### src/rtl/patgen_pkg.sv
package patgen_pkg;
  typedef enum logic [1:0] {
    PAT_CLK  = 2'd0,
    PAT_LFSR = 2'd1,
    PAT_USER = 2'd2
  } pat_e;

  localparam int NUM_PAT = 3;

  function automatic pat_e first_of(input logic [NUM_PAT-1:0] m);
    if (m[0])      return PAT_CLK;
    else if (m[1]) return PAT_LFSR;
    else           return PAT_USER;
  endfunction
endpackage

### src/rtl/patgen_lfsr.sv
module patgen_lfsr #(
  parameter int W = 16,
  parameter logic [W-1:0] SEED = 16'hACE1,
  parameter logic [W-1:0] TAPS = 16'hB400
) (
  input  logic         clk,
  input  logic         rst,
  input  logic         load,
  input  logic         step,
  output logic [W-1:0] state_n
);
  logic [W-1:0] state_q;

  always_comb begin
    state_n = state_q;
    if (load)      state_n = SEED;
    else if (step) state_n = {state_q[W-2:0], ^(state_q & TAPS)};
  end

  always_ff @(posedge clk) begin
    if (rst) state_q <= SEED;
    else     state_q <= state_n;
  end
endmodule

### src/rtl/patgen_ctrl.sv
module patgen_ctrl import patgen_pkg::*; #(
  parameter int BEATS = 16,
  localparam int BEAT_W = $clog2(BEATS)
) (
  input  logic              clk,
  input  logic              rst,
  input  logic [NUM_PAT-1:0] en,
  input  logic              start,
  input  logic              beat_adv,
  input  logic              edge_valid,
  output logic              active_q,
  output logic              active_n,
  output pat_e              pat_n,
  output logic [BEAT_W-1:0] beat_n,
  output logic              lfsr_load,
  output logic              lfsr_step,
  output logic              merge,
  output logic              clr,
  output logic              done
);
  pat_e               pat_q;
  logic [BEAT_W-1:0]  beat_q;
  logic [NUM_PAT-1:0] en_q, en_n, rest;
  logic               done_n;

  always_comb begin
    active_n  = active_q;
    pat_n     = pat_q;
    beat_n    = beat_q;
    en_n      = en_q;
    lfsr_load = 1'b0;
    lfsr_step = 1'b0;
    merge     = 1'b0;
    clr       = 1'b0;
    done_n    = 1'b0;
    rest      = en_q & (3'b110 << pat_q);
    if (!active_q) begin
      if (start && |en) begin
        active_n  = 1'b1;
        en_n      = en;
        pat_n     = first_of(en);
        beat_n    = '0;
        lfsr_load = 1'b1;
        clr       = 1'b1;
      end
    end else if (edge_valid) begin
      merge = 1'b1;
      if (|rest) begin
        pat_n     = first_of(rest);
        beat_n    = '0;
        lfsr_load = 1'b1;
      end else begin
        active_n = 1'b0;
        done_n   = 1'b1;
      end
    end else if (beat_adv) begin
      beat_n    = (beat_q == BEAT_W'(BEATS-1)) ? '0 : beat_q + 1'b1;
      lfsr_step = 1'b1;
    end
  end

  always_ff @(posedge clk) begin
    if (rst) begin
      active_q <= 1'b0;
      pat_q    <= PAT_CLK;
      beat_q   <= '0;
      en_q     <= '0;
      done     <= 1'b0;
    end else begin
      active_q <= active_n;
      pat_q    <= pat_n;
      beat_q   <= beat_n;
      en_q     <= en_n;
      done     <= done_n;
    end
  end
endmodule

### src/rtl/patgen_beat.sv
module patgen_beat import patgen_pkg::*; #(
  parameter int LANES  = 9,
  parameter int BEATS  = 16,
  parameter int LFSR_W = 16,
  localparam int BEAT_W = $clog2(BEATS)
) (
  input  logic                   clk,
  input  logic                   rst,
  input  logic                   active_n,
  input  pat_e                   pat_n,
  input  logic [BEAT_W-1:0]      beat_n,
  input  logic [LFSR_W-1:0]      lfsr_n,
  input  logic [LANES*BEATS-1:0] user_bits,
  output logic [LANES-1:0]       beat_data,
  output logic                   burst_last
);
  logic [LANES-1:0] lane_bits;

  for (genvar i = 0; i < LANES; i++) begin : g_lane
    logic [BEATS-1:0] lane_word;
    assign lane_word = user_bits[i*BEATS +: BEATS];
    always_comb begin
      case (pat_n)
        PAT_CLK:  lane_bits[i] = ~beat_n[0];
        PAT_LFSR: lane_bits[i] = lfsr_n[i];
        default:  lane_bits[i] = lane_word[beat_n];
      endcase
    end
  end

  always_ff @(posedge clk) begin
    if (rst || !active_n) begin
      beat_data  <= '0;
      burst_last <= 1'b0;
    end else begin
      beat_data  <= lane_bits;
      burst_last <= (beat_n == BEAT_W'(BEATS-1));
    end
  end
endmodule

### src/rtl/patgen_merge.sv
module patgen_merge #(
  parameter int EDGE_W = 8
) (
  input  logic              clk,
  input  logic              rst,
  input  logic              clr,
  input  logic              merge,
  input  logic [EDGE_W-1:0] lead_in,
  input  logic [EDGE_W-1:0] trail_in,
  output logic [EDGE_W-1:0] lead_q,
  output logic [EDGE_W-1:0] trail_q
);
  always_ff @(posedge clk) begin
    if (rst || clr) begin
      lead_q  <= '0;
      trail_q <= '1;
    end else if (merge) begin
      if (lead_in > lead_q)   lead_q  <= lead_in;
      if (trail_in < trail_q) trail_q <= trail_in;
    end
  end
endmodule

### src/rtl/train_patgen.sv
module train_patgen import patgen_pkg::*; #(
  parameter int LANES  = 9,
  parameter int BEATS  = 16,
  parameter int EDGE_W = 8,
  parameter int LFSR_W = 16,
  parameter logic [LFSR_W-1:0] LFSR_SEED = 16'hACE1,
  parameter logic [LFSR_W-1:0] LFSR_TAPS = 16'hB400,
  localparam int BEAT_W = $clog2(BEATS),
  localparam int USER_W = LANES * BEATS
) (
  input  logic              clk,
  input  logic              rst,
  input  logic              en_clock,
  input  logic              en_lfsr,
  input  logic              en_user,
  input  logic [USER_W-1:0] user_bits,
  input  logic              start,
  input  logic              beat_adv,
  input  logic              edge_valid,
  input  logic [EDGE_W-1:0] lead_in,
  input  logic [EDGE_W-1:0] trail_in,
  output logic [LANES-1:0]  beat_data,
  output logic              burst_last,
  output logic              done,
  output logic [EDGE_W-1:0] lead_out,
  output logic [EDGE_W-1:0] trail_out
);
  logic              active_q, active_n, lfsr_load, lfsr_step, merge, clr;
  pat_e              pat_n;
  logic [BEAT_W-1:0] beat_n;
  logic [LFSR_W-1:0] lfsr_n;

  patgen_ctrl #(.BEATS(BEATS)) u_ctrl (
    .clk, .rst, .en({en_user, en_lfsr, en_clock}), .start, .beat_adv,
    .edge_valid, .active_q, .active_n, .pat_n, .beat_n, .lfsr_load,
    .lfsr_step, .merge, .clr, .done
  );

  patgen_lfsr #(.W(LFSR_W), .SEED(LFSR_SEED), .TAPS(LFSR_TAPS)) u_lfsr (
    .clk, .rst, .load(lfsr_load), .step(lfsr_step), .state_n(lfsr_n)
  );

  patgen_beat #(.LANES(LANES), .BEATS(BEATS), .LFSR_W(LFSR_W)) u_beat (
    .clk, .rst, .active_n, .pat_n, .beat_n, .lfsr_n, .user_bits,
    .beat_data, .burst_last
  );

  patgen_merge #(.EDGE_W(EDGE_W)) u_merge (
    .clk, .rst, .clr, .merge, .lead_in, .trail_in,
    .lead_q(lead_out), .trail_q(trail_out)
  );
endmodule

### config.mk
export PLATFORM = sky130hd
export DESIGN_NAME = train_patgen
export DESIGN_NICKNAME = d
export VERILOG_FILES = /design/src/rtl/patgen_pkg.sv /design/src/rtl/patgen_lfsr.sv /design/src/rtl/patgen_ctrl.sv /design/src/rtl/patgen_beat.sv /design/src/rtl/patgen_merge.sv /design/src/rtl/train_patgen.sv
export SDC_FILE = /design/constraint.sdc
export NUM_CORES = 1
export LEC_CHECK = 0
export ABC_AREA = 1
export BUFFER_PORTS_ARGS = -buffer_cell sky130_fd_sc_hd__buf_4
export CAP_MARGIN = 30
export CORE_MARGIN = 3
export CORE_UTILIZATION = 45
export CTS_CLUSTER_DIAMETER = 200
export CTS_CLUSTER_SIZE = 8
export DETAILED_ROUTE_END_ITERATION = 7
export GPL_TIMING_DRIVEN = 0
export PLACE_DENSITY = 0.88
export SLEW_MARGIN = 20
export SYNTH_ARGS = -nofsm -noshare
export SYNTH_HDL_FRONTEND = slang
export SYNTH_SLANG_ARGS = --single-unit
### constraint.sdc
create_clock -name clk -period 4.3 [get_ports clk]
set_input_delay 0.86 -clock clk [delete_from_list [all_inputs] [get_ports clk]]
set_output_delay 0.86 -clock clk [all_outputs]
set_load 0.02 [all_outputs]
==> results of run 1 <==
-- cells in the mapped netlist, types with 8 or more instances --
cell | count | area share
o21ai_0 | 19 | 0.024
nand3_1 | 152 | 0.19
buf_2 | 15 | 0.019
clkbuf_1 | 11 | 0.010
buf_4 | 8 | 0.015
nand2_1 | 200 | 0.19
inv_1 | 37 | 0.034
o211ai_1 | 11 | 0.020
ha_1 | 16 | 0.050
nor2_1 | 49 | 0.046
a21oi_1 | 51 | 0.063
dfxtp_1 | 52 | 0.26
-- layer usage --
metal  GRT usage  part of all wire  wire length (microns)  vias to the layer above
met2       0.500              0.50                   7480                      277
met5           0                 0                      0                        -
met1       0.346              0.40                   5960                     2451
li1            -                 -                      -                     2645
met4       0.113             0.034                    510                        0
met3      0.0450             0.073                   1100                       49
-- area by class of cell --
cell class	count	area share
plain buffers	38	0.0361
clock inverters	3	0.00481
repair buffers	194	0.255
multi-input cells	537	0.459
well taps	105	0.0230
flip-flops and latches	52	0.182
inverters	43	0.0282
clock buffers	5	0.0120
-- worst paths after layout --
check | start | end | cells after the start
hold reg to reg | u_lfsr.state_q[9] | u_lfsr.state_q[9] | 2
hold / removal | u_lfsr.state_q[9] | u_lfsr.state_q[9] | 2
setup / recovery | start | u_beat.beat_data[1] | 14
setup reg to reg | u_ctrl.beat_q[1] | u_beat.beat_data[0] | 13
-- registers in the layout, summed over array words and instances, names as in the netlist --
signal / cells
u_beat.beat_data: 9
u_merge.trail_q: 8
u_lfsr.state_q: 16
u_ctrl.beat_q: 4
u_merge.lead_q: 8
u_ctrl.active_q: 1
u_ctrl.done: 1
u_ctrl.en_q: 2
u_ctrl.pat_q: 2
u_beat.burst_last: 1
-- placed cells by master, fill, tap and decap left out --
master	instances
a211oi_1	1
a21o_1	1
a21oi_1	51
a21oi_2	2
a221oi_1	1
a31oi_1	1
and3_1	1
buf_1	2
buf_2	15
buf_4	202
buf_6	2
clkbuf_1	11
clkbuf_8	5
clkinv_1	3
clkinv_4	1
clkinvlp_4	1
dfxtp_1	52
ha_1	16
inv_1	37
inv_2	3
inv_8	1
mux2i_1	4
nand2_1	200
nand2_2	4
nand3_1	152
nand3_2	3
nand4_1	3
nor2_1	49
nor2_2	3
nor2_4	1
nor2_8	1
nor3_1	7
nor4_1	1
o211ai_1	11
o21a_1	2
o21ai_0	19
o22ai_1	1
xnor2_1	2
-- critical path, stage by stage --
cell and delay, ns:
buf_4 0.12, nand2_1 0.10, nand3_2 0.11, nand2_2 0.16, o21ai_0 0.16, a21oi_2 0.19, buf_4 0.21, nand2_2 0.09
buf_6 0.15, a21oi_1 0.15, nor2_1 0.09, nand2_1 0.07, nand3_1 0.09, a21oi_1 0.18
-- report_power, final --
| part | switching, mW | total, mW | leakage (nW) | internal, mW |
|---|---|---|---|---|
| Sequential | 0.0139 | 0.524 | 0.424 | 0.510 |
| Clock | 0.178 | 0.298 | 0.0463 | 0.120 |
| Combinational | 0.332 | 0.582 | 2.50 | 0.249 |
-- stage by stage --
| step | total power, mW | util | hold WS [ns] | setup WS [ns] | instance area (sq um) |
|---|---|---|---|---|---|
| floorplan | 0.859 | - | 0.441 | 2.04 | 4040 |
| global placement | 1.10 | 0.664 | 0.447 | 1.52 | 5620 |
| detailed placement | 1.11 | 0.664 | 0.464 | 1.49 | 5620 |
| CTS | 1.40 | 0.676 | 0.479 | 1.82 | 5720 |
| global route | 1.48 | 0.676 | 0.504 | 1.61 | 5720 |
| finish | 1.40 | 0.676 | 0.473 | 1.80 | 5720 |
-- cell families after synthesis --
group,Yosys count,synth area share
fa+ha+maj,16,0.0496
buf+inv,81,0.0912
simple gates,425,0.463
flops,52,0.258
xor+xnor,2,0.00434
compound gates,90,0.124
mux,4,0.00992
==> run_results.csv, run 1 <==
group,metric,value,unit
run_status,status,"complete, no violations",
global_routing,grt_first_pass_wirelength,23.3,mm
global_routing,grt-ovfl-total,0,
place,dp_hpwl,12.4,mm
sta,setup_viol_count_final,0,
sta,period_share,0.582,
clock_network,cts_resized,0,
synth,yosysUniqueCellTypes,34,
floorplan,initial_core_util,0.477,
setup_path,required,4.54,ns
floorplan,dieArea,10100,sq um
clock_network,cts_buffers,5,
hold_path,hp-class,"reg2reg",
sta,slew_headroom,0.646,
place,gp_congestion,0.951,
clock_network,root_buffer,"clkbuf_8",
detailed_routing,routed_wl,15.1,mm
setup_path,reg2reg_slack,1.93,ns
floorplan,ioPinCount,195,
clock_network,clock_path_buffers,2,
floorplan,rows,33,
power,leakage,2.97,nW
synth,syn_inst,670,
cells_and_area,area_growth,41.7,%
global_routing,grt_pass1_vias,5162,
cells_and_area,drive_gt1_frac,0.280,
flow_run,drv_cap,0,
setup_path,cp-end-kind,"flip-flop",
power,power_density,245,nW/um^2
cells_and_area,multi_input_area,2630,sq um
cells_and_area,fin_cells,977,
sta,rsz0062_at_grt,"no",
floorplan,core-area,8460,sq um
synth,syn_area_per_cell,6.02,sq um
sta,period_minus_slack,2.50,ns
synth,ys_seq_area_frac,0.258,
detailed_routing,drcViolationCount,0,
detailed_routing,routed_via_density,5.55,
synth,synth-seq-cells,52,
clock_network,post_cts_buffers,0,
synth,async_flop_share,0,
setup_path,path_max_fanout,10,
synth,synth-edff-count,0,
clock_network,clkTransAtPathRegs,0.10,ns
clock_network,cts_tree,"done",
place,dp_cells,969,
global_routing,antenna_found_initial,0,
cells_and_area,antenna_cells,0,
clock_network,h-tree-depth,2,
place,port_buffers,194,
clock_network,cts_hold_buffers,0,
sta,setup_tns,0,ns
synth,synth-main-ff-cell,"dfxtp_1",
setup_path,critPathKind,"in2reg",
cells_and_area,fillCellCount,753,
sta,fmax,400,MHz
cells_and_area,ff_latch_area,1040,sq um
synth,syn_area,4040,sq um
cells_and_area,final_nets,1055,
synth,synth_nets,854,
floorplan,die_w,101,microns
synth,synth_warnings,0,
clock_network,cts_sinks,52,
detailed_routing,ant_nets,0,
sta,finalHoldViolCount,0,
setup_path,worstSetupStartpointType,"input port",
detailed_routing,num_vias,5422,
sta,skew,0.00731,ns
global_routing,track_usage,0.285,
detailed_routing,drt_iter0_drc,373,
sta,slew_viol_final,0,
power,vdd_drop_max,0.154,mV
detailed_routing,firstDrtPassIters,5,
detailed_routing,wire_per_inst,15.4,microns
global_routing,grt_max_degree,19,
sta,tightest_slew,0.532,ns
clock_network,clk_latency,0.32,ns
setup_path,arrival,2.74,ns
floorplan,die_h,101,microns
Note: power is estimated with default switching activity, not from simulation.
==> run 2, diff against run 1 <==
==> constraint.sdc (replaced) <==
create_clock -name clk -period 2.45 [get_ports clk]
set_input_delay 0.49 -clock clk [delete_from_list [all_inputs] [get_ports clk]]
set_output_delay 0.49 -clock clk [all_outputs]
set_load 0.02 [all_outputs]
==> run 2 against run 1 <==
Against the previous run:
- core utilization up 0.16 points
- total power is 76% higher
- critical path type is now reg2reg
- highest routed layer unchanged
- via count is 0.24% higher
- combinational power rose by 75%
- clock power is 75% higher
- setup slack lost 1.6 ns
- routed wire length grew 0.32%
- sequential share of layout area hardly changed
- first-iteration DRC count decreased by 3.5%
- sequential power is 76% higher
==> run_results.csv, run 2 (synthesis results as in run 1) <==
group,metric,value,unit
clock_network,root_buffer,"clkbuf_8",
sta,whs,0.356,ns
cells_and_area,layout_common_cells,"201 x buf_4, 200 x nand2_1, 152 x nand3_1, 50 x a21oi_1, 50 x dfxtp_1",
setup_path,cp-end-kind,"flip-flop",
detailed_routing,wire_per_inst,15.5,microns
cells_and_area,final_common_cell,"buf_4",
clock_network,clock_path_buffers,2,
detailed_routing,drt_iter0_drc,360,
cells_and_area,final_nets,1055,
sta,tightest_slew,0.517,ns
sta,slew_viol_final,0,
cells_and_area,largestRegisters,"u_lfsr.state_q: 16 flops, u_beat.beat_data: 9 flops",
setup_path,reg2reg_from,"u_ctrl.beat_q[1]",
hold_path,whs_path_depth,2,
floorplan,die_w,101,microns
floorplan,core-area,8460,sq um
run_status,status,"complete, no violations",
floorplan,dieArea,10100,sq um
global_routing,grt-ovfl-total,0,
floorplan,ioPinCount,195,
clock_network,cts_resized,0,
sta,fmax,444,MHz
clock_network,h-tree-depth,2,
sta,setup_viol_count_final,0,
place,gp_congestion,0.951,
setup_path,reg2reg_depth,15,
clock_network,cts_buffers,5,
sta,slew_headroom,0.656,
global_routing,grt_max_degree,19,
detailed_routing,ant_nets,0,
hold_path,min_from,"rst",
flow_run,drv_cap,0,
place,dp_cells,969,
setup_path,arrival,2.49,ns
setup_path,endpoint,"u_beat.beat_data[2]",
cells_and_area,drive_gt1_frac,0.286,
clock_network,clkTransAtPathRegs,0.10,ns
global_routing,antenna_found_initial,0,
detailed_routing,routed_via_density,5.56,
clock_network,cts_tree,"done",
setup_path,critPathKind,"reg2reg",
clock_network,cts_hold_buffers,0,
floorplan,rows,33,
sta,finalHoldViolCount,0,
setup_path,rr_endpoint,"u_beat.beat_data[2]",
clock_network,clk_latency,0.32,ns
global_routing,grt_pass1_vias,5162,
setup_path,worstSetupStartpointType,"flip-flop",
sta,period_minus_slack,2.25,ns
setup_path,startpoint,"u_ctrl.beat_q[1]",
cells_and_area,top_register,"u_lfsr.state_q",
detailed_routing,routed_wl,15.1,mm
power,leakage,2.97,nW
hold_path,hp-class,"in2reg",
place,dp_hpwl,12.4,mm
global_routing,grt_first_pass_wirelength,23.3,mm
place,port_buffers,194,
setup_path,path_max_fanout,10,
detailed_routing,firstDrtPassIters,5,
setup_path,required,2.69,ns
sta,skew,0.00820,ns
power,vdd_drop_max,0.270,mV
floorplan,die_h,101,microns
cells_and_area,fin_cells,977,
setup_path,reg2reg_slack,0.20,ns
sta,period_share,0.920,
detailed_routing,drcViolationCount,0,
clock_network,post_cts_buffers,0,
power,power_density,430,nW/um^2
cells_and_area,largest_reg_flops,16,
detailed_routing,num_vias,5435,
floorplan,initial_core_util,0.477,
clock_network,cts_sinks,52,
cells_and_area,area_growth,42.1,%
global_routing,track_usage,0.285,
cells_and_area,antenna_cells,0,
power,power,2.47,mW
-- run 2: how the worst min path moves through the flow --
stage / endpoint / slack, ns
CTS: u_ctrl.active_q / 0.35
floorplan: u_lfsr.state_q[9] / 0.44
global placement: u_lfsr.state_q[10] / 0.45
global route: u_ctrl.active_q / 0.35
finish: u_ctrl.active_q / 0.36
detailed placement: u_lfsr.state_q[10] / 0.46
-- run 2: per-layer routing --
metal / track usage / share of wire / vias up
met4: 0.113 / 0.031 / 0
met3: 0.0450 / 0.076 / 47
met1: 0.346 / 0.39 / 2465
met2: 0.500 / 0.50 / 280
li1: - / - / 2643
met5: 0 / 0 / -
-- run 2: area by class of cell --
cell class / count / area (sq um)
Buffer: 38 / 211
Clock buffer: 5 / 68.8
Clock inverter: 3 / 27.5
Fill cell: 753 / 2730
Inverter: 43 / 161
Multi-Input combinational cell: 537 / 2630
Sequential cell: 52 / 1040
Tap cell: 105 / 131
Timing Repair Buffer: 194 / 1460
-- run 2: critical path: stages, from the launching register on --
cell	delay, ns
dfxtp_2	0.38
ha_1	0.17
nand2_1	0.07
nor2_2	0.12
nor2_1	0.06
nor2_2	0.22
nor2_8	0.09
nand2_2	0.09
buf_6	0.17
buf_4	0.17
nand2_1	0.06
nand3_1	0.09
nand3_1	0.13
nand3_1	0.09
nand3_1	0.08
a21oi_1	0.17
-- run 2: power breakdown --
part           switching (mW)  internal (mW)  total (mW)
Sequential             0.0241          0.896       0.920
Clock                   0.310          0.210       0.521
Combinational           0.586          0.439        1.02
Total                   0.920           1.55        2.47
-- run 2: metrics by stage --
stage	cell area, sq um	TNS (ns)	worst slack (ns)	utilization
after CTS	5720	0	0.109	0.676
after detailed placement	5620	0	0.0144	0.664
final	5730	0	0.196	0.677
after floorplan	4040	0	0.558	-
after global placement	5620	0	0.0435	0.664
after global routing	5730	-0.00322	-0.00322	0.677
